==> config.mk <==
export PLATFORM = sky130hd
export DESIGN_NAME = simd_part_alu
export DESIGN_NICKNAME = d
export VERILOG_FILES = /design/src/rtl/simd_alu_pkg.sv /design/src/rtl/simd_join_map.sv /design/src/rtl/simd_seg_adder.sv /design/src/rtl/simd_lane_resolve.sv /design/src/rtl/simd_part_alu.sv
export SDC_FILE = /design/constraint.sdc
export NUM_CORES = 1
export LEC_CHECK = 0
export BUFFER_PORTS_ARGS = -buffer_cell sky130_fd_sc_hd__buf_4
export CORE_MARGIN = 2
export CORE_UTILIZATION = 38
export CTS_CLUSTER_SIZE = 10
export DETAILED_ROUTE_END_ITERATION = 8
export GPL_TIMING_DRIVEN = 0
export PLACE_DENSITY = 0.62
export SLEW_MARGIN = 30
export SYNTH_ARGS = -nofsm -noshare
export SYNTH_HDL_FRONTEND = slang
export SYNTH_SLANG_ARGS = --single-unit
export TNS_END_PERCENT = 100
==> constraint.sdc <==
create_clock -name clk -period 9.85 [get_ports clk]
set_input_delay 1.97 -clock clk [delete_from_list [all_inputs] [get_ports clk]]
set_output_delay 1.97 -clock clk [all_outputs]
set_load 0.02 [all_outputs]
==> src/rtl/simd_alu_pkg.sv <==
package simd_alu_pkg;

  localparam int unsigned SEG_W_DEF   = 8;
  localparam int unsigned NUM_SEG_DEF = 4;

  typedef enum logic [1:0] {
    MODE_W32 = 2'b00,
    MODE_W16 = 2'b01,
    MODE_W8  = 2'b10,
    MODE_RSV = 2'b11
  } lane_mode_e;

  typedef enum logic [2:0] {
    OP_ADD = 3'b000,
    OP_SUB = 3'b001,
    OP_MIN = 3'b010,
    OP_MAX = 3'b011,
    OP_AND = 3'b100,
    OP_OR  = 3'b101,
    OP_XOR = 3'b110,
    OP_RSV = 3'b111
  } alu_op_e;

endpackage

==> src/rtl/simd_join_map.sv <==
module simd_join_map
  import simd_alu_pkg::*;
#(
  parameter int unsigned NUM_SEG = NUM_SEG_DEF
) (
  input  lane_mode_e         mode,
  output logic [NUM_SEG-2:0] join_o
);

  // join_o[g] = 1 when segments g and g+1 sit inside one lane
  always_comb begin
    for (int g = 0; g < NUM_SEG - 1; g++) begin
      unique case (mode)
        MODE_W16: join_o[g] = ((g % 2) == 0);
        MODE_W8:  join_o[g] = 1'b0;
        default:  join_o[g] = 1'b1;   // full word, including the spare code
      endcase
    end
  end

endmodule

==> src/rtl/simd_seg_adder.sv <==
module simd_seg_adder
  import simd_alu_pkg::*;
#(
  parameter int unsigned SEG_W   = SEG_W_DEF,
  parameter int unsigned NUM_SEG = NUM_SEG_DEF,
  localparam int unsigned DATA_W = SEG_W * NUM_SEG
) (
  input  logic [DATA_W-1:0]  a,
  input  logic [DATA_W-1:0]  b,
  input  logic               invert,
  input  logic [NUM_SEG-2:0] join_i,
  output logic [DATA_W-1:0]  sum,
  output logic [NUM_SEG-1:0] seg_cout
);

  logic [NUM_SEG-1:0] seg_cin;

  assign seg_cin[0] = invert;

  for (genvar g = 0; g < NUM_SEG; g++) begin : g_seg
    logic [SEG_W-1:0] b_eff;
    logic [SEG_W:0]   wide;

    assign b_eff = b[g*SEG_W +: SEG_W] ^ {SEG_W{invert}};
    assign wide  = {1'b0, a[g*SEG_W +: SEG_W]} + {1'b0, b_eff} + {{SEG_W{1'b0}}, seg_cin[g]};
    assign sum[g*SEG_W +: SEG_W] = wide[SEG_W-1:0];
    assign seg_cout[g] = wide[SEG_W];

    if (g < NUM_SEG - 1) begin : g_link
      // carry crosses only when the next segment belongs to the same lane
      assign seg_cin[g+1] = join_i[g] ? wide[SEG_W] : invert;
    end
  end

endmodule

==> src/rtl/simd_lane_resolve.sv <==
module simd_lane_resolve
  import simd_alu_pkg::*;
#(
  parameter int unsigned SEG_W   = SEG_W_DEF,
  parameter int unsigned NUM_SEG = NUM_SEG_DEF,
  localparam int unsigned DATA_W = SEG_W * NUM_SEG
) (
  input  logic [DATA_W-1:0]  a,
  input  logic [DATA_W-1:0]  b,
  input  logic [DATA_W-1:0]  sum,
  input  logic [NUM_SEG-1:0] seg_cout,
  input  logic [NUM_SEG-2:0] join_i,
  input  alu_op_e            op,
  input  logic               sat,
  output logic [DATA_W-1:0]  y
);

  // carry out of the top segment of the lane that holds each segment
  logic [NUM_SEG-1:0] lane_c;

  assign lane_c[NUM_SEG-1] = seg_cout[NUM_SEG-1];

  for (genvar g = 0; g < NUM_SEG - 1; g++) begin : g_lc
    assign lane_c[g] = join_i[g] ? lane_c[g+1] : seg_cout[g];
  end

  for (genvar g = 0; g < NUM_SEG; g++) begin : g_sel
    logic [SEG_W-1:0] sa, sb, ss, so;

    assign sa = a[g*SEG_W +: SEG_W];
    assign sb = b[g*SEG_W +: SEG_W];
    assign ss = sum[g*SEG_W +: SEG_W];

    always_comb begin
      unique case (op)
        OP_ADD:  so = (sat && lane_c[g])  ? {SEG_W{1'b1}} : ss;
        OP_SUB:  so = (sat && !lane_c[g]) ? {SEG_W{1'b0}} : ss;
        OP_MIN:  so = lane_c[g] ? sb : sa;   // no borrow: a >= b
        OP_MAX:  so = lane_c[g] ? sa : sb;
        OP_AND:  so = sa & sb;
        OP_OR:   so = sa | sb;
        OP_XOR:  so = sa ^ sb;
        default: so = {SEG_W{1'b0}};
      endcase
    end

    assign y[g*SEG_W +: SEG_W] = so;
  end

endmodule

==> src/rtl/simd_part_alu.sv <==
module simd_part_alu
  import simd_alu_pkg::*;
#(
  parameter int unsigned SEG_W   = SEG_W_DEF,
  parameter int unsigned NUM_SEG = NUM_SEG_DEF,
  localparam int unsigned DATA_W = SEG_W * NUM_SEG
) (
  input  logic              clk,
  input  logic              rst,
  input  logic              in_valid,
  input  logic [1:0]        mode,
  input  logic [2:0]        op,
  input  logic              sat,
  input  logic [DATA_W-1:0] opa,
  input  logic [DATA_W-1:0] opb,
  output logic              out_valid,
  output logic [DATA_W-1:0] result
);

  lane_mode_e          mode_e;
  alu_op_e             op_e;
  logic                invert;
  logic [NUM_SEG-2:0]  join_w;
  logic [DATA_W-1:0]   sum_w;
  logic [NUM_SEG-1:0]  cout_w;
  logic [DATA_W-1:0]   y_w;

  assign mode_e = lane_mode_e'(mode);
  assign op_e   = alu_op_e'(op);
  assign invert = (op_e == OP_SUB) || (op_e == OP_MIN) || (op_e == OP_MAX);

  simd_join_map #(.NUM_SEG(NUM_SEG)) u_join (
    .mode   (mode_e),
    .join_o (join_w)
  );

  simd_seg_adder #(.SEG_W(SEG_W), .NUM_SEG(NUM_SEG)) u_add (
    .a        (opa),
    .b        (opb),
    .invert   (invert),
    .join_i   (join_w),
    .sum      (sum_w),
    .seg_cout (cout_w)
  );

  simd_lane_resolve #(.SEG_W(SEG_W), .NUM_SEG(NUM_SEG)) u_res (
    .a        (opa),
    .b        (opb),
    .sum      (sum_w),
    .seg_cout (cout_w),
    .join_i   (join_w),
    .op       (op_e),
    .sat      (sat),
    .y        (y_w)
  );

  always_ff @(posedge clk) begin
    if (rst) begin
      out_valid <= 1'b0;
      result    <= '0;
    end else begin
      out_valid <= in_valid;
      if (in_valid) result <= y_w;
    end
  end

  AST_VALID_RISE: assert property (@(posedge clk) disable iff (rst)
    in_valid |=> out_valid);
  AST_VALID_DROP: assert property (@(posedge clk) disable iff (rst)
    !in_valid |=> !out_valid);
  AST_IDLE_HOLD: assert property (@(posedge clk) disable iff (rst)
    !in_valid |=> $stable(result));
  AST_XOR_WORD: assert property (@(posedge clk) disable iff (rst)
    (in_valid && op == OP_XOR) |=> result == ($past(opa) ^ $past(opb)));
  AST_RSV_ZERO: assert property (@(posedge clk) disable iff (rst)
    (in_valid && op == OP_RSV) |=> result == '0);

  for (genvar g = 0; g < NUM_SEG; g++) begin : g_chk
    AST_SAT_ADD_FLOOR: assert property (@(posedge clk) disable iff (rst)
      (in_valid && mode == MODE_W8 && op == OP_ADD && sat)
      |=> result[g*SEG_W +: SEG_W] >= $past(opa[g*SEG_W +: SEG_W]));
    AST_SAT_SUB_CEIL: assert property (@(posedge clk) disable iff (rst)
      (in_valid && mode == MODE_W8 && op == OP_SUB && sat)
      |=> result[g*SEG_W +: SEG_W] <= $past(opa[g*SEG_W +: SEG_W]));
    AST_MIN_BOUND: assert property (@(posedge clk) disable iff (rst)
      (in_valid && mode == MODE_W8 && op == OP_MIN)
      |=> (result[g*SEG_W +: SEG_W] <= $past(opa[g*SEG_W +: SEG_W])) &&
          (result[g*SEG_W +: SEG_W] <= $past(opb[g*SEG_W +: SEG_W])));
    AST_MAX_BOUND: assert property (@(posedge clk) disable iff (rst)
      (in_valid && mode == MODE_W8 && op == OP_MAX)
      |=> (result[g*SEG_W +: SEG_W] >= $past(opa[g*SEG_W +: SEG_W])) &&
          (result[g*SEG_W +: SEG_W] >= $past(opb[g*SEG_W +: SEG_W])));
  end

endmodule

After elaboration in Yosys (flattened, before gate mapping)
Index checks and enable logic that the tools add are counted.
Cells by class
  eq/ne operators: 8
  reductions and logical operators: 16
  bitwise gates (word level): 16
  multiplexer cells: 26
  add/sub/neg operators: 8
Operators by type and width (number)
  one-hot mux 8 bit (7 select lines): 4
  two-way mux 8 bit: 16
  bitwise XOR 8 bit: 8
  adder 8 x 8 -> 9 bit: 4
  adder 9 x 1 -> 9 bit: 4
  bitwise AND 8 bit: 4
  OR 8 bit: 4
  equality test 3 bit, second input constant: 3
  logical AND 1 bit: 8
  equality test 3 x 2 -> 1 bit, second input constant: 2
  two-way mux 1 bit: 6
  logical NOT 1 bit: 4
  equality test 3 x 1 -> 1 bit, second input constant: 1
  logical NOT 3 bit: 1
  equality test 2 x 1 -> 1 bit, second input constant: 1
  equality test 2 bit, second input constant: 1
  logical OR 1 bit: 2
  OR reduction 2 bit: 1
Storage, ports and cells
  register bits: 33
  input port bits: 73
  output and inout bits: 33
  word-level logic and storage cells: 76

Depth between registers and ports, before layout
Gate-level depths: netlist of the first run.
  word-level depth: 19
  mapped depth: 33
  depth with buffers taken out: 29

Modules after synthesis
A second synthesis of the first run with hierarchy kept.
Unflattened totals
  cell total of the unflattened synthesis: 835
  area, all modules: 6132.1 sq um
Modules (own cells, without submodules)
  simd_lane_resolve: area an instance 3249.4 sq um, cells each 512, instances 1, sequential area each 0.0 sq um
  simd_seg_adder: area an instance 1645.3 sq um, cells each 211, instances 1, sequential area each 0.0 sq um
  simd_part_alu: area an instance 1209.9 sq um, cells each 108, instances 1, sequential area each 660.6 sq um
  simd_join_map: area an instance 27.5 sq um, cells each 4, instances 1, sequential area each 0.0 sq um

Least setup slack after synthesis of the first run
No wires, ideal clock.
  path kind: input -> register
  start point: input port op[2]
  end point: register result[2]
  library setup time: 95 ps
  data required time: 9755 ps
  path slack: -627 ps
  stages: 32
  path buffers: 3
  data arrival time: 10382 ps
  path through: clkbuf_1 -> o21bai_1 -> clkbuf_1 -> clkbuf_1 -> xnor2_1 -> fa_1 -> a21oi_1 -> a2bb2oi_1 -> a21oi_1 -> nand2_1 -> o21ai_0 -> fa_1 -> fa_1 -> a211oi_1 -> o211a_1 -> or2_1 -> mux2i_1 -> fa_1 -> fa_1 -> a211oi_1 -> o211ai_1 -> a21oi_1 -> a21oi_1 -> fa_1 -> fa_1 -> a211o_1 -> a221oi_4 -> nand4bb_2 -> a41oi_4 -> mux2i_2 -> a22oi_1 -> a221oi_1
Between the ends
  word-level cells in the longest chain between the ends: 19
  elaborated cells on any way between the ends: 35
  classes of those cells: add/sub (8); eq/ne (6); mux (11); bitwise (4); reduce/logical (6)
RTL lines
  start: declaration: RTL line simd_part_alu.sv:12  | input logic [2:0] op,
  equality test 3 x 1 -> 1 bit or equality test 3 x 2 -> 1 bit (tied branches): RTL line simd_lane_resolve.sv:35, simd_part_alu.sv:30
  logical OR 1 bit (2 in a row): RTL line simd_part_alu.sv:30  | assign invert = (op_e == OP_SUB) || (op_e == OP_MIN) || (op_e == OP_MAX);
  bitwise XOR 8 bit: RTL line simd_seg_adder.sv:24  | assign b_eff = b[g*SEG_W +: SEG_W] ^ {SEG_W{invert}};
  adder 8 x 8 -> 9 bit: RTL line simd_seg_adder.sv:25  | assign wide = {1'b0, a[g*SEG_W +: SEG_W]} + {1'b0, b_eff} + {{SEG_W{1'b0}}, seg_cin[g]};
  adder 9 x 1 -> 9 bit: RTL line simd_seg_adder.sv:25
  two-way mux 1 bit: RTL line simd_seg_adder.sv:31  | assign seg_cin[g+1] = join_i[g] ? wide[SEG_W] : invert;
  adder 9 x 1 -> 9 bit: RTL line simd_seg_adder.sv:25
  two-way mux 1 bit: RTL line simd_seg_adder.sv:31
  adder 9 x 1 -> 9 bit: RTL line simd_seg_adder.sv:25
  two-way mux 1 bit: RTL line simd_seg_adder.sv:31
  adder 9 x 1 -> 9 bit: RTL line simd_seg_adder.sv:25
  two-way mux 1 bit (3 in a row): RTL line simd_lane_resolve.sv:24  | assign lane_c[g] = join_i[g] ? lane_c[g+1] : seg_cout[g];
  logical NOT 1 bit: RTL line simd_lane_resolve.sv:37  | OP_SUB: so = (sat && !lane_c[g]) ? {SEG_W{1'b0}} : ss;
  logical AND 1 bit: RTL line simd_lane_resolve.sv:37
  two-way mux 8 bit: RTL line simd_lane_resolve.sv:37
  one-hot mux 8 bit (7 select lines) *: RTL line simd_lane_resolve.sv:35  | unique case (op)
  end signal: assignment: RTL line simd_part_alu.sv:63  | if (in_valid) result <= y_w;
  end: declaration: RTL line simd_part_alu.sv:17  | output logic [DATA_W-1:0] result
Every way passes the cells marked *; elsewhere a longest branch is shown, timed or not.
A chain may end at the register's enable or synchronous reset.

Worst setup path after layout of the first run
  start point: input port op[2]
  end point: register result[6]
Same word-level chain as after synthesis.

==> tab_implementation.tex, run 1 <==
\begin{tabular}{lr}
\hline
Metric & Value \\
\hline
\multicolumn{2}{l}{\textbf{Logic synthesis}} \\
\quad Post-synth top cells & 107 x sky130\_fd\_sc\_hd\_\_nand2\_1, 93 x sky130\_fd\_sc\_hd\_\_ha\_1, 84 x sky130\_fd\_sc\_hd\_\_inv\_1 \\
\quad Count leader, synth & sky130\_fd\_sc\_hd\_\_nand2\_1 \\
\quad Instance count of the mapped netlist & 812 \\
\quad Netlist area before placement & 5950 µm² \\
\quad Post-synthesis sequential element count & 33 \\
\quad Syn\_nets & 985 \\
\quad Top cells by area in the synthesized netlist & sky130\_fd\_sc\_hd\_\_ha\_1 20\%, sky130\_fd\_sc\_hd\_\_dfxtp\_1 11\%, sky130\_fd\_sc\_hd\_\_xnor2\_1 7.1\%, sky130\_fd\_sc\_hd\_\_nand2\_1 6.7\%, sky130\_fd\_sc\_hd\_\_o21ai\_0 6.0\% \\
\quad Sequential element share of the synthesized area & 11.1\% \\
\quad Yosys top cell area share & 19.6\% \\
\quad Async SR Flop Fraction & 0\% \\
\quad Syn Area/Cell & 7.33 µm² \\
\quad EDFF count, synth & 0 \\
\quad Largest area contributor in the synthesized netlist & sky130\_fd\_sc\_hd\_\_ha\_1 \\
\quad Cell variety after synth & 67 \\
\quad Yosys Warn Count & 0 \\
\quad Primary flip-flop cell chosen by synthesis mapping & sky130\_fd\_sc\_hd\_\_dfxtp\_1 \\
\multicolumn{2}{l}{\textbf{Critical path}} \\
\quad Maximum net fanout on the critical path & 7 \\
\quad Type of the worst setup path & input port to flop \\
\quad Register-to-Register Path Depth & 4 \\
\quad Most frequent cell on the critical path & sky130\_fd\_sc\_hd\_\_fa\_2 \\
\quad Slowest-stage cell, CP & sky130\_fd\_sc\_hd\_\_fa\_2 \\
\quad Reg-to-reg setup timing slack & 8560 ps \\
\quad Critical Path AT & 9980 ps \\
\quad Required time reported for the critical path endpoint & 10060 ps \\
\quad CP Launch Type & input port \\
\quad Maximum cell stage delay along the critical path & 440 ps \\
\quad RR Startpoint & result[9] \\
\quad Critical path endpoint category & flop \\
\quad Capturing point of the worst reg2reg path & result[9] \\
\multicolumn{2}{l}{\textbf{Clock network}} \\
\quad Clock Sinks & 33 \\
\quad Number of buffers added by the clock tree synthesis step & 5 \\
\quad TritonCTS clock tree & built \\
\quad Hold bufs inserted after CTS & 0 \\
\quad H-tree depth & 2 \\
\quad Clock tree root driver cell & sky130\_fd\_sc\_hd\_\_clkbuf\_16 \\
\quad Clock insertion delay at the later pin of the skew report & 300 ps \\
\quad Maximum buffer depth of the clock tree & 2 \\
\quad Clock transition at the registers of the reported paths & 70 ps \\
\multicolumn{2}{l}{\textbf{Floorplanning}} \\
\quad Number of top-level pins & 106 \\
\quad Initial Utilization & 39.0\% \\
\quad Die width & 129 µm \\
\quad Core outline area & 15300 µm² \\
\quad Row Count & 45 \\
\quad Total Die Area & 16700 µm² \\
\quad Chip Height & 129 µm \\
\multicolumn{2}{l}{\textbf{Final layout}} \\
\quad Combined flip-flop and latch cell area & 661 µm² \\
\quad Layout Utilization & 50.6\% \\
\quad Proportion of layout cells with a drive suffix above 1 & 21.8\% \\
\quad Final std cell area, no fill & 7720 µm² \\
\quad Area occupied by multi-input gates & 5020 µm² \\
\quad Layout Nets & 1130 \\
\quad Number of inserted diodes & 0 \\
\quad Number of fill cells in the layout & 1539 \\
\quad Cell Count, Final, Fillers Out & 1169 \\
\quad Area added between synthesis and finish & 29.8\% \\
\multicolumn{2}{l}{\textbf{STA}} \\
\quad Unrepaired setup endpoints after global routing & yes \\
\quad Endpoints failing setup & 0 \\
\quad Worst hold-check slack & 459 ps \\
\quad Slew at the pin closest to its max-slew limit & 893 ps \\
\quad Time the final worst path needs with I/O delays and setup & 9770 ps \\
\quad Final count of pins violating max slew & 0 \\
\quad Worst slew margin relative to its limit & 40.5\% \\
\quad Setup ws final & 81.4 ps \\
\quad Final Hold Vio Count & 0 \\
\quad Highest attainable clock frequency & 102 MHz \\
\quad Final worst-path cycle share & 99.2\% \\
\quad Maximum clock skew at final layout & 0 ps \\
\multicolumn{2}{l}{\textbf{GRT}} \\
\quad Overall routing resource usage & 24.7\% \\
\quad Number of antenna violations at the first check in global routing & 0 \\
\quad Vias in the first global route & 5841 \\
\quad Global-route congestion overflow total & 0 \\
\quad Pin count of the biggest net entering global routing & 12 \\
\quad Wire length of the first global-routing pass & 31900 µm \\
\multicolumn{2}{l}{\textbf{Placed design}} \\
\quad Dpl cells & 1125 \\
\quad \# port buffers & 102 \\
\quad Last weighted congestion value of the routability-driven placer & 0.945 \\
\quad Instance area at placement & 7030 µm² \\
\quad HPWL after detailed placement & 15700 µm \\
\quad Post-placement setup slack & -1290 ps \\
\multicolumn{2}{l}{\textbf{Drt}} \\
\quad DRC marker count from the first detailed-route iteration & 506 \\
\quad Per-cell routed wire length & 18.3 µm \\
\quad Antenna-violating nets left & 0 \\
\quad Total DRC errors in the routed layout & 0 \\
\quad Total number of vias & 6651 \\
\quad Wire length reported by the detailed router & 21300 µm \\
\quad Drt pass-1 iters & 6 \\
\quad Average vias per placed instance & 5.69 \\
\multicolumn{2}{l}{\textbf{Hold path}} \\
\quad Hold-critical path depth & 2 \\
\quad Worst Hold End & result[27] \\
\quad Min-Delay Startpoint & result[27] \\
\quad Worst hold path class & flop to flop \\
\multicolumn{2}{l}{\textbf{Flow run}} \\
\quad Count of max-cap constraint violations & 0 \\
\multicolumn{2}{l}{\textbf{Outcome}} \\
\quad Run status & finished, final reports clean \\
\multicolumn{2}{l}{\textbf{Pwr}} \\
\quad Worst supply voltage drop on vdd & 0.0658 mV \\
\quad Static leakage & 3.44 nW \\
\quad Total power density per cell area & 108 nW/µm² \\
\hline
\end{tabular}
-- cells in the final DEF (no fill, tap or decap), types with 9 or more instances in the layout --
cell	synthesis	layout
sky130_fd_sc_hd__nand3_1	14	14
sky130_fd_sc_hd__nor3_1	9	9
sky130_fd_sc_hd__o21ai_1	9	9
sky130_fd_sc_hd__inv_1	84	84
sky130_fd_sc_hd__nor2_1	33	32
sky130_fd_sc_hd__ha_1	93	93
sky130_fd_sc_hd__o211ai_1	9	9
sky130_fd_sc_hd__a21oi_1	57	51
sky130_fd_sc_hd__mux2i_1	20	19
sky130_fd_sc_hd__a31oi_1	11	11
sky130_fd_sc_hd__nor2b_1	9	9
sky130_fd_sc_hd__buf_4	0	134
sky130_fd_sc_hd__dfxtp_1	33	33
sky130_fd_sc_hd__xnor2_1	48	47
sky130_fd_sc_hd__o21ai_0	71	69
sky130_fd_sc_hd__a211oi_1	14	10
sky130_fd_sc_hd__a22oi_1	22	15
sky130_fd_sc_hd__nand2_1	107	105
sky130_fd_sc_hd__clkbuf_1	33	28
-- critical path: cells and delay by family --
family	cells	cell delay, ps
AOI/OAI and AO/OA	16	3370
xor gates and xnor gates	1	140
adders and majority gates	7	2990
buffers and inverters	4	600
muxes	2	470
and+or+nand+nor	3	430
-- area by class of cell --
cell class / instances / area share, %
clock inverters: 3 / 0.227
clock buffers: 5 / 1.62
repair buffers: 138 / 14.0
plain buffers: 43 / 3.13
inverters: 84 / 4.08
multi-input cells: 652 / 65.0
well taps: 211 / 3.42
flip-flops and latches: 33 / 8.55
-- metal layers --
layer | wire [µm] | track usage (%) | up-vias
li1 | - | - | 3197
met1 | 9360 | 33.9 | 3134
met2 | 9670 | 39.8 | 271
met3 | 1780 | 3.67 | 49
met4 | 538 | 7.93 | 0
met5 | 0 | 0 | -
-- logic make-up (layout without fill, tap and decap cells) --
family / Yosys count / count (layout) / synth area share, %
AOI/OAI and AO/OA: 276 / 276 / 31.8
xor gates and xnor gates: 55 / 55 / 8.10
adders and majority gates: 100 / 100 / 21.9
buffers and inverters: 127 / 273 / 8.24
DFF: 33 / 33 / 11.1
muxes: 24 / 24 / 4.29
and+or+nand+nor: 197 / 197 / 14.6
-- sequential cells by signal (all words and copies together) (netlist names) --
signal and count:
result 32, out_valid 1
-- power breakdown --
| group | total (mW) | leakage [nW] | internal [mW] | switching [mW] |
|---|---|---|---|---|
| clock network | 0.172 | 0.0696 | 0.0932 | 0.0787 |
| logic | 0.505 | 3.10 | 0.228 | 0.278 |
| registers | 0.154 | 0.270 | 0.145 | 0.00838 |
| total | 0.831 | 3.44 | 0.466 | 0.365 |
-- through the flow --
step	setup TNS [ps]	power, mW
2_1_floorplan	0	0.462
3_3_place_gp	-33990	0.592
3_5_place_dp	-34930	0.594
4_1_cts	0	0.780
5_1_grt	-2250	0.881
6_report	0	0.831
-- worst max-delay path by stage --
stage / end / slack [ps] / start / cells past startpoint
2_1_floorplan: result[2] / 30 / op[2] / 32
3_3_place_gp: result[3] / -1260 / op[0] / 32
3_5_place_dp: result[23] / -1290 / op[0] / 33
4_1_cts: result[3] / 30 / op[2] / 32
5_1_grt: result[6] / -200 / op[2] / 33
6_report: result[6] / 80 / op[2] / 33
-- timing repair --
action | in CTS | in global routing
buffers inserted | 7 | 28
pin swaps | 8 | 36
gates resized for setup | 14 | 45
endpoints found under the setup margin | 32 | 30
cloned | 0 | 1
Note: power is estimated with default switching activity, not from simulation.
==> run 2, diff against run 1 <==
BUFFER_PORTS_ARGS = not set   (was -buffer_cell sky130_fd_sc_hd__buf_4)
DONT_BUFFER_PORTS = 1   (was not set)
PLACE_DENSITY = 0.56   (was 0.62)
==> run 2 against run 1 <==
  * Sequential share of layout area is 1.0 points higher
  * Die area stayed put
  * Register-to-register slack worse by 100 ps
  * Clock-buffer cell count is 2 higher
  * First-iteration DRC count is 6.3% higher
  * Power is 4.5% lower
  * Sequential power is 9.7% higher
  * Combinational power is 16% lower
  * Global-route usage is 0.70 points higher
  * Largest cell class unchanged
  * Flip-flop and latch count stayed put
  * Highest routed layer unchanged
  * Maximum frequency is 1.7% higher
==> tab_implementation.tex, run 2 (synthesis results as in run 1) <==
\begin{tabular}{lr}
\hline
Metric & Value \\
\hline
\multicolumn{2}{l}{\textbf{Clock network}} \\
\quad Clock Sinks & 33 (unchanged) \\
\quad TritonCTS clock tree & built \\
\quad H-tree depth & 2 (unchanged) \\
\quad Hold bufs inserted after CTS & 0 (unchanged) \\
\quad Maximum buffer depth of the clock tree & 2 (unchanged) \\
\quad Clock insertion delay at the later pin of the skew report & 300 ps (about the same) \\
\quad Number of buffers added by the clock tree synthesis step & 5 (unchanged) \\
\quad Clock tree root driver cell & sky130\_fd\_sc\_hd\_\_clkbuf\_16 \\
\quad Clock transition at the registers of the reported paths & 60 ps (about the same) \\
\multicolumn{2}{l}{\textbf{Drt}} \\
\quad Total DRC errors in the routed layout & 0 (unchanged) \\
\quad Per-cell routed wire length & 20.3 µm (+11\%) \\
\quad Drt pass-1 iters & 5 (-1) \\
\quad Average vias per placed instance & 5.82 (+2.2\%) \\
\quad DRC marker count from the first detailed-route iteration & 538 (+6.3\%) \\
\quad Wire length reported by the detailed router & 21400 µm (+0.41\%) \\
\quad Antenna-violating nets left & 0 (unchanged) \\
\quad Total number of vias & 6147 (-7.6\%) \\
\multicolumn{2}{l}{\textbf{STA}} \\
\quad Worst hold-check slack & 563 ps (+104 ps) \\
\quad Final Hold Vio Count & 0 (unchanged) \\
\quad Time the final worst path needs with I/O delays and setup & 9600 ps (-165 ps) \\
\quad Final worst-path cycle share & 97.5\% (-1.7 points) \\
\quad Endpoints failing setup & 0 (unchanged) \\
\quad Final count of pins violating max slew & 0 (unchanged) \\
\quad Slew at the pin closest to its max-slew limit & 927 ps (+34.1 ps) \\
\quad Setup ws final & 247 ps (+165 ps) \\
\quad Highest attainable clock frequency & 104 MHz (+1.7\%) \\
\quad Unrepaired setup endpoints after global routing & yes \\
\quad Worst slew margin relative to its limit & 38.2\% (-2.3 points) \\
\quad Total negative setup slack & 0 ps (unchanged) \\
\quad Maximum clock skew at final layout & 0 ps (unchanged) \\
\multicolumn{2}{l}{\textbf{Placed design}} \\
\quad Instance area at placement & 6260 µm² (-11\%) \\
\quad HPWL after detailed placement & 15800 µm (+0.95\%) \\
\quad Post-placement setup slack & -1330 ps (-40.5 ps) \\
\quad Last weighted congestion value of the routability-driven placer & 0.959 (+1.4\%) \\
\quad Dpl cells & 1023 (-9.1\%) \\
\quad \# port buffers & 0 (-100\%) \\
\multicolumn{2}{l}{\textbf{GRT}} \\
\quad Overall routing resource usage & 25.4\% (+0.70 points) \\
\quad Wire length of the first global-routing pass & 32500 µm (+1.9\%) \\
\quad Number of antenna violations at the first check in global routing & 0 (unchanged) \\
\quad Vias in the first global route & 5730 (-1.9\%) \\
\quad Pin count of the biggest net entering global routing & 11 (-1) \\
\quad Global-route congestion overflow total & 0 (unchanged) \\
\multicolumn{2}{l}{\textbf{Final layout}} \\
\quad Cell Count, Final, Fillers Out & 1057 (-9.6\%) \\
\quad Registers with the highest flip-flop counts & result: 32 flops, out\_valid: 1 flops \\
\quad Proportion of layout cells with a drive suffix above 1 & 10.4\% (-11 points) \\
\quad Number of fill cells in the layout & 1604 (+4.2\%) \\
\quad Final std cell area, no fill & 6880 µm² (-11\%) \\
\quad Combined flip-flop and latch cell area & 661 µm² (unchanged) \\
\quad Largest register FFs & 32 (unchanged) \\
\quad Layout Nets & 1018 (-9.9\%) \\
\quad Area added between synthesis and finish & 15.7\% \\
\quad Top reg by flops & result \\
\quad Area occupied by multi-input gates & 5010 µm² (-0.15\%) \\
\quad Commonest non-fill, non-tap cell in the layout & sky130\_fd\_sc\_hd\_\_nand2\_1 \\
\quad Number of inserted diodes & 0 (unchanged) \\
\quad Commonest non-fill, non-tap cells in the layout & 107 x sky130\_fd\_sc\_hd\_\_nand2\_1, 93 x sky130\_fd\_sc\_hd\_\_ha\_1, 84 x sky130\_fd\_sc\_hd\_\_inv\_1, 69 x sky130\_fd\_sc\_hd\_\_o21ai\_0, 53 x sky130\_fd\_sc\_hd\_\_a21oi\_1 \\
\multicolumn{2}{l}{\textbf{Critical path}} \\
\quad Critical path endpoint category & flop \\
\quad Maximum cell stage delay along the critical path & 440 ps (about the same) \\
\quad Required time reported for the critical path endpoint & 10060 ps (about the same) \\
\quad Type of the worst setup path & input port to flop \\
\quad Maximum net fanout on the critical path & 8 (+1) \\
\quad CP Launch Type & input port \\
\quad Cell family with most CP delay & compound AO/OA/AOI/OAI gates \\
\quad Slowest-stage cell, CP & sky130\_fd\_sc\_hd\_\_fa\_2 \\
\quad Most frequent cell on the critical path & sky130\_fd\_sc\_hd\_\_fa\_2 \\
\quad Critical path buffer and inverter count & 3 (-1) \\
\quad Critical Path AT & 9810 ps (-170 ps) \\
\multicolumn{2}{l}{\textbf{Floorplanning}} \\
\quad Total Die Area & 16700 µm² (unchanged) \\
\quad Initial Utilization & 39.0\% (unchanged) \\
\quad Row Count & 45 (unchanged) \\
\quad Chip Height & 129 µm (unchanged) \\
\quad Number of top-level pins & 106 (unchanged) \\
\quad Core outline area & 15300 µm² (unchanged) \\
\quad Die width & 129 µm (unchanged) \\
\multicolumn{2}{l}{\textbf{Pwr}} \\
\quad Static leakage & 2.90 nW (-16\%) \\
\quad Worst supply voltage drop on vdd & 0.0754 mV (+15\%) \\
\quad Total power density per cell area & 115 nW/µm² (+7.2\%) \\
\multicolumn{2}{l}{\textbf{Flow run}} \\
\quad Count of max-cap constraint violations & 0 (unchanged) \\
\multicolumn{2}{l}{\textbf{Outcome}} \\
\quad Run status & finished, final reports clean \\
\multicolumn{2}{l}{\textbf{Hold path}} \\
\quad Worst hold path class & flop to flop \\
\hline
\end{tabular}
-- run 2: cell count changes in the layout (fill, tap and decap cells not counted), moves of 2 or more --
| cell | delta |
|---|---|
| sky130_fd_sc_hd__a22oi_1 | +6 |
| sky130_fd_sc_hd__a21oi_1 | +2 |
| sky130_fd_sc_hd__a21oi_2 | -3 |
| sky130_fd_sc_hd__buf_4 | -110 |
| sky130_fd_sc_hd__nand2_1 | +2 |
| sky130_fd_sc_hd__clkinv_2 | -2 |
| sky130_fd_sc_hd__a22oi_2 | -6 |
| sky130_fd_sc_hd__nand2_2 | -2 |
-- run 2: per-layer routing --
layer / wire (µm) / share of wire, % / GRT usage, %
met5: 0 / 0 / 0
met4: 512 / 2.4 / 8.25
met3: 1870 / 8.7 / 5.86
met2: 9750 / 45 / 41.3
met1: 9300 / 43 / 33.2
-- run 2: per-stage QoR --
| step | utilization, % | power, mW |
|---|---|---|
| finish | 45.1 | 0.794 |
| global route | 45.1 | 0.847 |
| CTS | 43.2 | 0.761 |
| detailed placement | 41.1 | 0.543 |
| global placement | 41.1 | 0.542 |
| floorplan | - | 0.462 |
-- run 2: area by class of cell --
class / count / area share (%)
multi-input combinational: 652 / 72.8
sequential: 33 / 9.60
inverter: 84 / 4.58
tap: 211 / 3.84
buffer: 42 / 3.44
timing repair buffer: 27 / 3.24
clock buffer: 7 / 2.07
clock inverter: 1 / 0.436
-- run 2: power by group --
part | switching [mW] | total [mW] | internal, mW
clock network | 0.0730 | 0.200 | 0.127
logic | 0.235 | 0.424 | 0.189
registers | 0.0242 | 0.169 | 0.145
-- run 2: what timing repair did --
| action | in CTS | in global routing |
|---|---|---|
| gates resized for setup | 14 | 41 |
| setup buffers | 11 | 16 |
| endpoints found under the setup margin | 32 | 32 |
| pin swaps | 5 | 26 |
-- run 2: worst paths after layout --
check                           startpoint    endpoint  slack (ps)  cells after the start
worst min register to register  result[28]  result[28]         560                      2
worst max register to register   result[9]   result[9]        8460                      4
worst min-delay path            result[28]  result[28]         560                      2
worst max-delay path                 op[2]   result[6]         250                     32
-- run 2: worst register-to-register path, stage by stage (launching register included) --
cell                        delay, ps
sky130_fd_sc_hd__dfxtp_1          390
sky130_fd_sc_hd__a21oi_1          150
sky130_fd_sc_hd__o21ai_0           90
sky130_fd_sc_hd__a2111oi_0        490
sky130_fd_sc_hd__a31oi_1          140
==> run 3, diff against run 2 <==
CTS_BUF_LIST = sky130_fd_sc_hd__clkbuf_16   (was not set)
PLACE_DENSITY = 0.54   (was 0.56)
clock period = 12.1 ns   (was 9.85 ns; I/O delays follow)
==> run 3 against run 2 <==
  * Global-route usage rose by 0.35 points
  * Clock skew unchanged
  * Clock-buffer cell count fell by 2
  * Flip-flop and latch count did not move
  * Clock power shrank 34%
  * Critical path depth did not move
  * Cell area fell by 6.7%
  * Core utilization is 3.0 points lower
  * Critical endpoint is now result[2]
  * Sequential share of layout area increased by 0.69 points
  * Final cell count decreased by 2.4%
  * Routed wire length up 1.0%
==> tab_implementation.tex, run 3 (synthesis results as in run 1) <==
\begin{tabular}{lr}
\hline
Metric & Value \\
\hline
\multicolumn{2}{l}{\textbf{Final layout}} \\
\quad Top reg by flops & result \\
\quad Largest register FFs & 32 (unchanged) \\
\quad Layout Utilization & 42.1\% (-3.0 points) \\
\quad Final std cell area, no fill & 6420 µm² (-6.7\%) \\
\quad Number of inserted diodes & 0 (unchanged) \\
\quad Registers with the highest flip-flop counts & result: 32 flops, out\_valid: 1 flops \\
\quad Area added between synthesis and finish & 7.95\% \\
\quad Proportion of layout cells with a drive suffix above 1 & 4.63\% (-5.8 points) \\
\quad Commonest non-fill, non-tap cell in the layout & sky130\_fd\_sc\_hd\_\_nand2\_1 \\
\quad Commonest non-fill, non-tap cells in the layout & 107 x sky130\_fd\_sc\_hd\_\_nand2\_1, 93 x sky130\_fd\_sc\_hd\_\_ha\_1, 84 x sky130\_fd\_sc\_hd\_\_inv\_1, 71 x sky130\_fd\_sc\_hd\_\_o21ai\_0, 57 x sky130\_fd\_sc\_hd\_\_a21oi\_1 \\
\quad Layout Nets & 993 (-2.5\%) \\
\multicolumn{2}{l}{\textbf{Critical path}} \\
\quad Cell family with most CP delay & compound AO/OA/AOI/OAI gates \\
\quad Required time reported for the critical path endpoint & 12300 ps (+2240 ps) \\
\quad Critical path endpoint category & flop \\
\quad Slowest-stage cell, CP & sky130\_fd\_sc\_hd\_\_fa\_1 \\
\quad Type of the worst setup path & input port to flop \\
\quad Critical Path AT & 11780 ps (+1970 ps) \\
\quad Maximum net fanout on the critical path & 10 (+2) \\
\quad Critical path buffer and inverter count & 3 (unchanged) \\
\quad Most frequent cell on the critical path & sky130\_fd\_sc\_hd\_\_fa\_1 \\
\quad Maximum cell stage delay along the critical path & 510 ps (+70 ps) \\
\quad CP Launch Type & input port \\
\multicolumn{2}{l}{\textbf{GRT}} \\
\quad Pin count of the biggest net entering global routing & 11 (unchanged) \\
\quad Met3 track utilization from global routing & 7.18\% (+1.3 points) \\
\quad Overall routing resource usage & 25.7\% (+0.35 points) \\
\quad Most heavily used metal layer in global routing & met2 \\
\quad Global-route congestion overflow total & 0 (unchanged) \\
\quad Number of antenna violations at the first check in global routing & 0 (unchanged) \\
\quad Wire length of the first global-routing pass & 32500 µm (+0.10\%) \\
\quad Met1 Track Usage GR & 32.3\% (-0.94 points) \\
\quad Global-route track usage on met2 & 42.5\% (+1.2 points) \\
\quad Vias in the first global route & 5756 (+0.45\%) \\
\multicolumn{2}{l}{\textbf{Pwr}} \\
\quad Static leakage & 2.71 nW (-6.7\%) \\
\quad Pwr Total & 0.583 mW (-27\%) \\
\quad Worst supply voltage drop on vdd & 0.0546 mV (-28\%) \\
\quad Total power density per cell area & 90.7 nW/µm² (-21\%) \\
\multicolumn{2}{l}{\textbf{STA}} \\
\quad Highest attainable clock frequency & 86.4 MHz \\
\quad Total negative setup slack & 0 ps (unchanged) \\
\quad Final worst-path cycle share & 95.7\% \\
\quad Maximum clock skew at final layout & 0 ps (unchanged) \\
\quad Slew at the pin closest to its max-slew limit & 936 ps (+9.03 ps) \\
\quad Endpoints failing setup & 0 (unchanged) \\
\quad Final count of pins violating max slew & 0 (unchanged) \\
\quad Time the final worst path needs with I/O delays and setup & 11580 ps \\
\quad Final Hold Vio Count & 0 (unchanged) \\
\quad Worst slew margin relative to its limit & 37.6\% (-0.60 points) \\
\quad Worst hold-check slack & 556 ps (-6.97 ps) \\
\multicolumn{2}{l}{\textbf{Drt}} \\
\quad Wire length reported by the detailed router & 21700 µm (+1.0\%) \\
\quad Total DRC errors in the routed layout & 0 (unchanged) \\
\quad Average vias per placed instance & 5.93 (+2.0\%) \\
\quad Per-cell routed wire length & 21.0 µm (+3.5\%) \\
\quad Drt pass-1 iters & 5 (unchanged) \\
\quad DRC marker count from the first detailed-route iteration & 480 (-11\%) \\
\quad Total number of vias & 6122 (-0.41\%) \\
\quad Antenna-violating nets left & 0 (unchanged) \\
\multicolumn{2}{l}{\textbf{Clock network}} \\
\quad Clock Sinks & 33 (unchanged) \\
\quad H-tree depth & 2 (unchanged) \\
\quad Number of buffers added by the clock tree synthesis step & 5 (unchanged) \\
\quad Hold bufs inserted after CTS & 0 (unchanged) \\
\quad Clock transition at the registers of the reported paths & 60 ps (about the same) \\
\quad Maximum buffer depth of the clock tree & 2 (unchanged) \\
\quad TritonCTS clock tree & built \\
\quad Clock tree root driver cell & sky130\_fd\_sc\_hd\_\_clkbuf\_16 \\
\quad Clock insertion delay at the later pin of the skew report & 300 ps (about the same) \\
\multicolumn{2}{l}{\textbf{Outcome}} \\
\quad Run status & finished, final reports clean \\
\multicolumn{2}{l}{\textbf{Floorplanning}} \\
\quad Die width & 129 µm (unchanged) \\
\quad Chip Height & 129 µm (unchanged) \\
\quad Initial Utilization & 39.0\% (unchanged) \\
\quad Core outline area & 15300 µm² (unchanged) \\
\quad Row Count & 45 (unchanged) \\
\quad Number of top-level pins & 106 (unchanged) \\
\quad Total Die Area & 16700 µm² (unchanged) \\
\multicolumn{2}{l}{\textbf{Placed design}} \\
\quad HPWL after detailed placement & 16500 µm (+4.1\%) \\
\quad Instance area at placement & 6210 µm² (-0.80\%) \\
\quad Last weighted congestion value of the routability-driven placer & 0.927 (-3.3\%) \\
\quad \# port buffers & 0 (unchanged) \\
\multicolumn{2}{l}{\textbf{Hold path}} \\
\quad Worst hold path class & flop to flop \\
\multicolumn{2}{l}{\textbf{Flow run}} \\
\quad Count of max-cap constraint violations & 0 (unchanged) \\
\hline
\end{tabular}
==> run 3: cell count changes in the layout (fill, tap and decap cells not counted), sizes merged <==
cell / before / now
clkinv: 0 / 3
clkbuf: 35 / 38
buf: 41 / 11
bufinv: 1 / 0
==> run 3: path summary, 6_finish.rpt <==
| path | slack [ps] | cells past startpoint | start | endpoint |
|---|---|---|---|---|
| max | 520 | 32 | op[0] | result[2] |
| min | 560 | 2 | result[27] | result[27] |
| max reg2reg | 10820 | 4 | result[9] | result[9] |
| min reg2reg | 560 | 2 | result[27] | result[27] |
==> run 3: routing by layer <==
layer  wire length (µm)  vias up
met2               9950      259
li1                   -     2920
met3               1970       41
met4                641        0
met1               9100     2902
met5                  0        -
==> run 3: area by class of cell <==
class / count / area [µm²]
Buffer: 43 / 188
Tap cell: 211 / 264
Timing Repair Buffer: 1 / 7.51
Multi-Input combinational cell: 652 / 4850
Fill cell: 1607 / 8830
Inverter: 84 / 315
Clock buffer: 5 / 125
Clock inverter: 3 / 12.5
Sequential cell: 33 / 661
==> run 3: metrics by stage <==
stage / instances / setup slack [ps]
after floorplan: 812 / 1170
after global placement: 1023 / -1080
after detailed placement: 1023 / -1130
after CTS: 1031 / 2.74
after global routing: 1032 / -37.4
final: 1032 / 523
==> run 3: worst reg2reg max path, cell delays in order, from the launching register on <==
cell and delay [ps]:
sky130_fd_sc_hd__dfxtp_1 390, sky130_fd_sc_hd__a21oi_1 140, sky130_fd_sc_hd__o21ai_0 80, sky130_fd_sc_hd__a2111oi_0 420
sky130_fd_sc_hd__a31oi_1 130
==> run 3: timing repair <==
item                       4_1_cts  5_1_grt
gates resized for setup          7        9
pin swaps                        0        1
cloned                           0        0
setup endpoints to repair       32       31
buffers inserted                 0        1
==> run 3: report_power, final <==
part,total [mW],internal [mW],switching [mW]
Sequential,0.138,0.118,0.0196
Clock,0.132,0.0747,0.0572
Combinational,0.313,0.129,0.184
Total,0.583,0.322,0.261
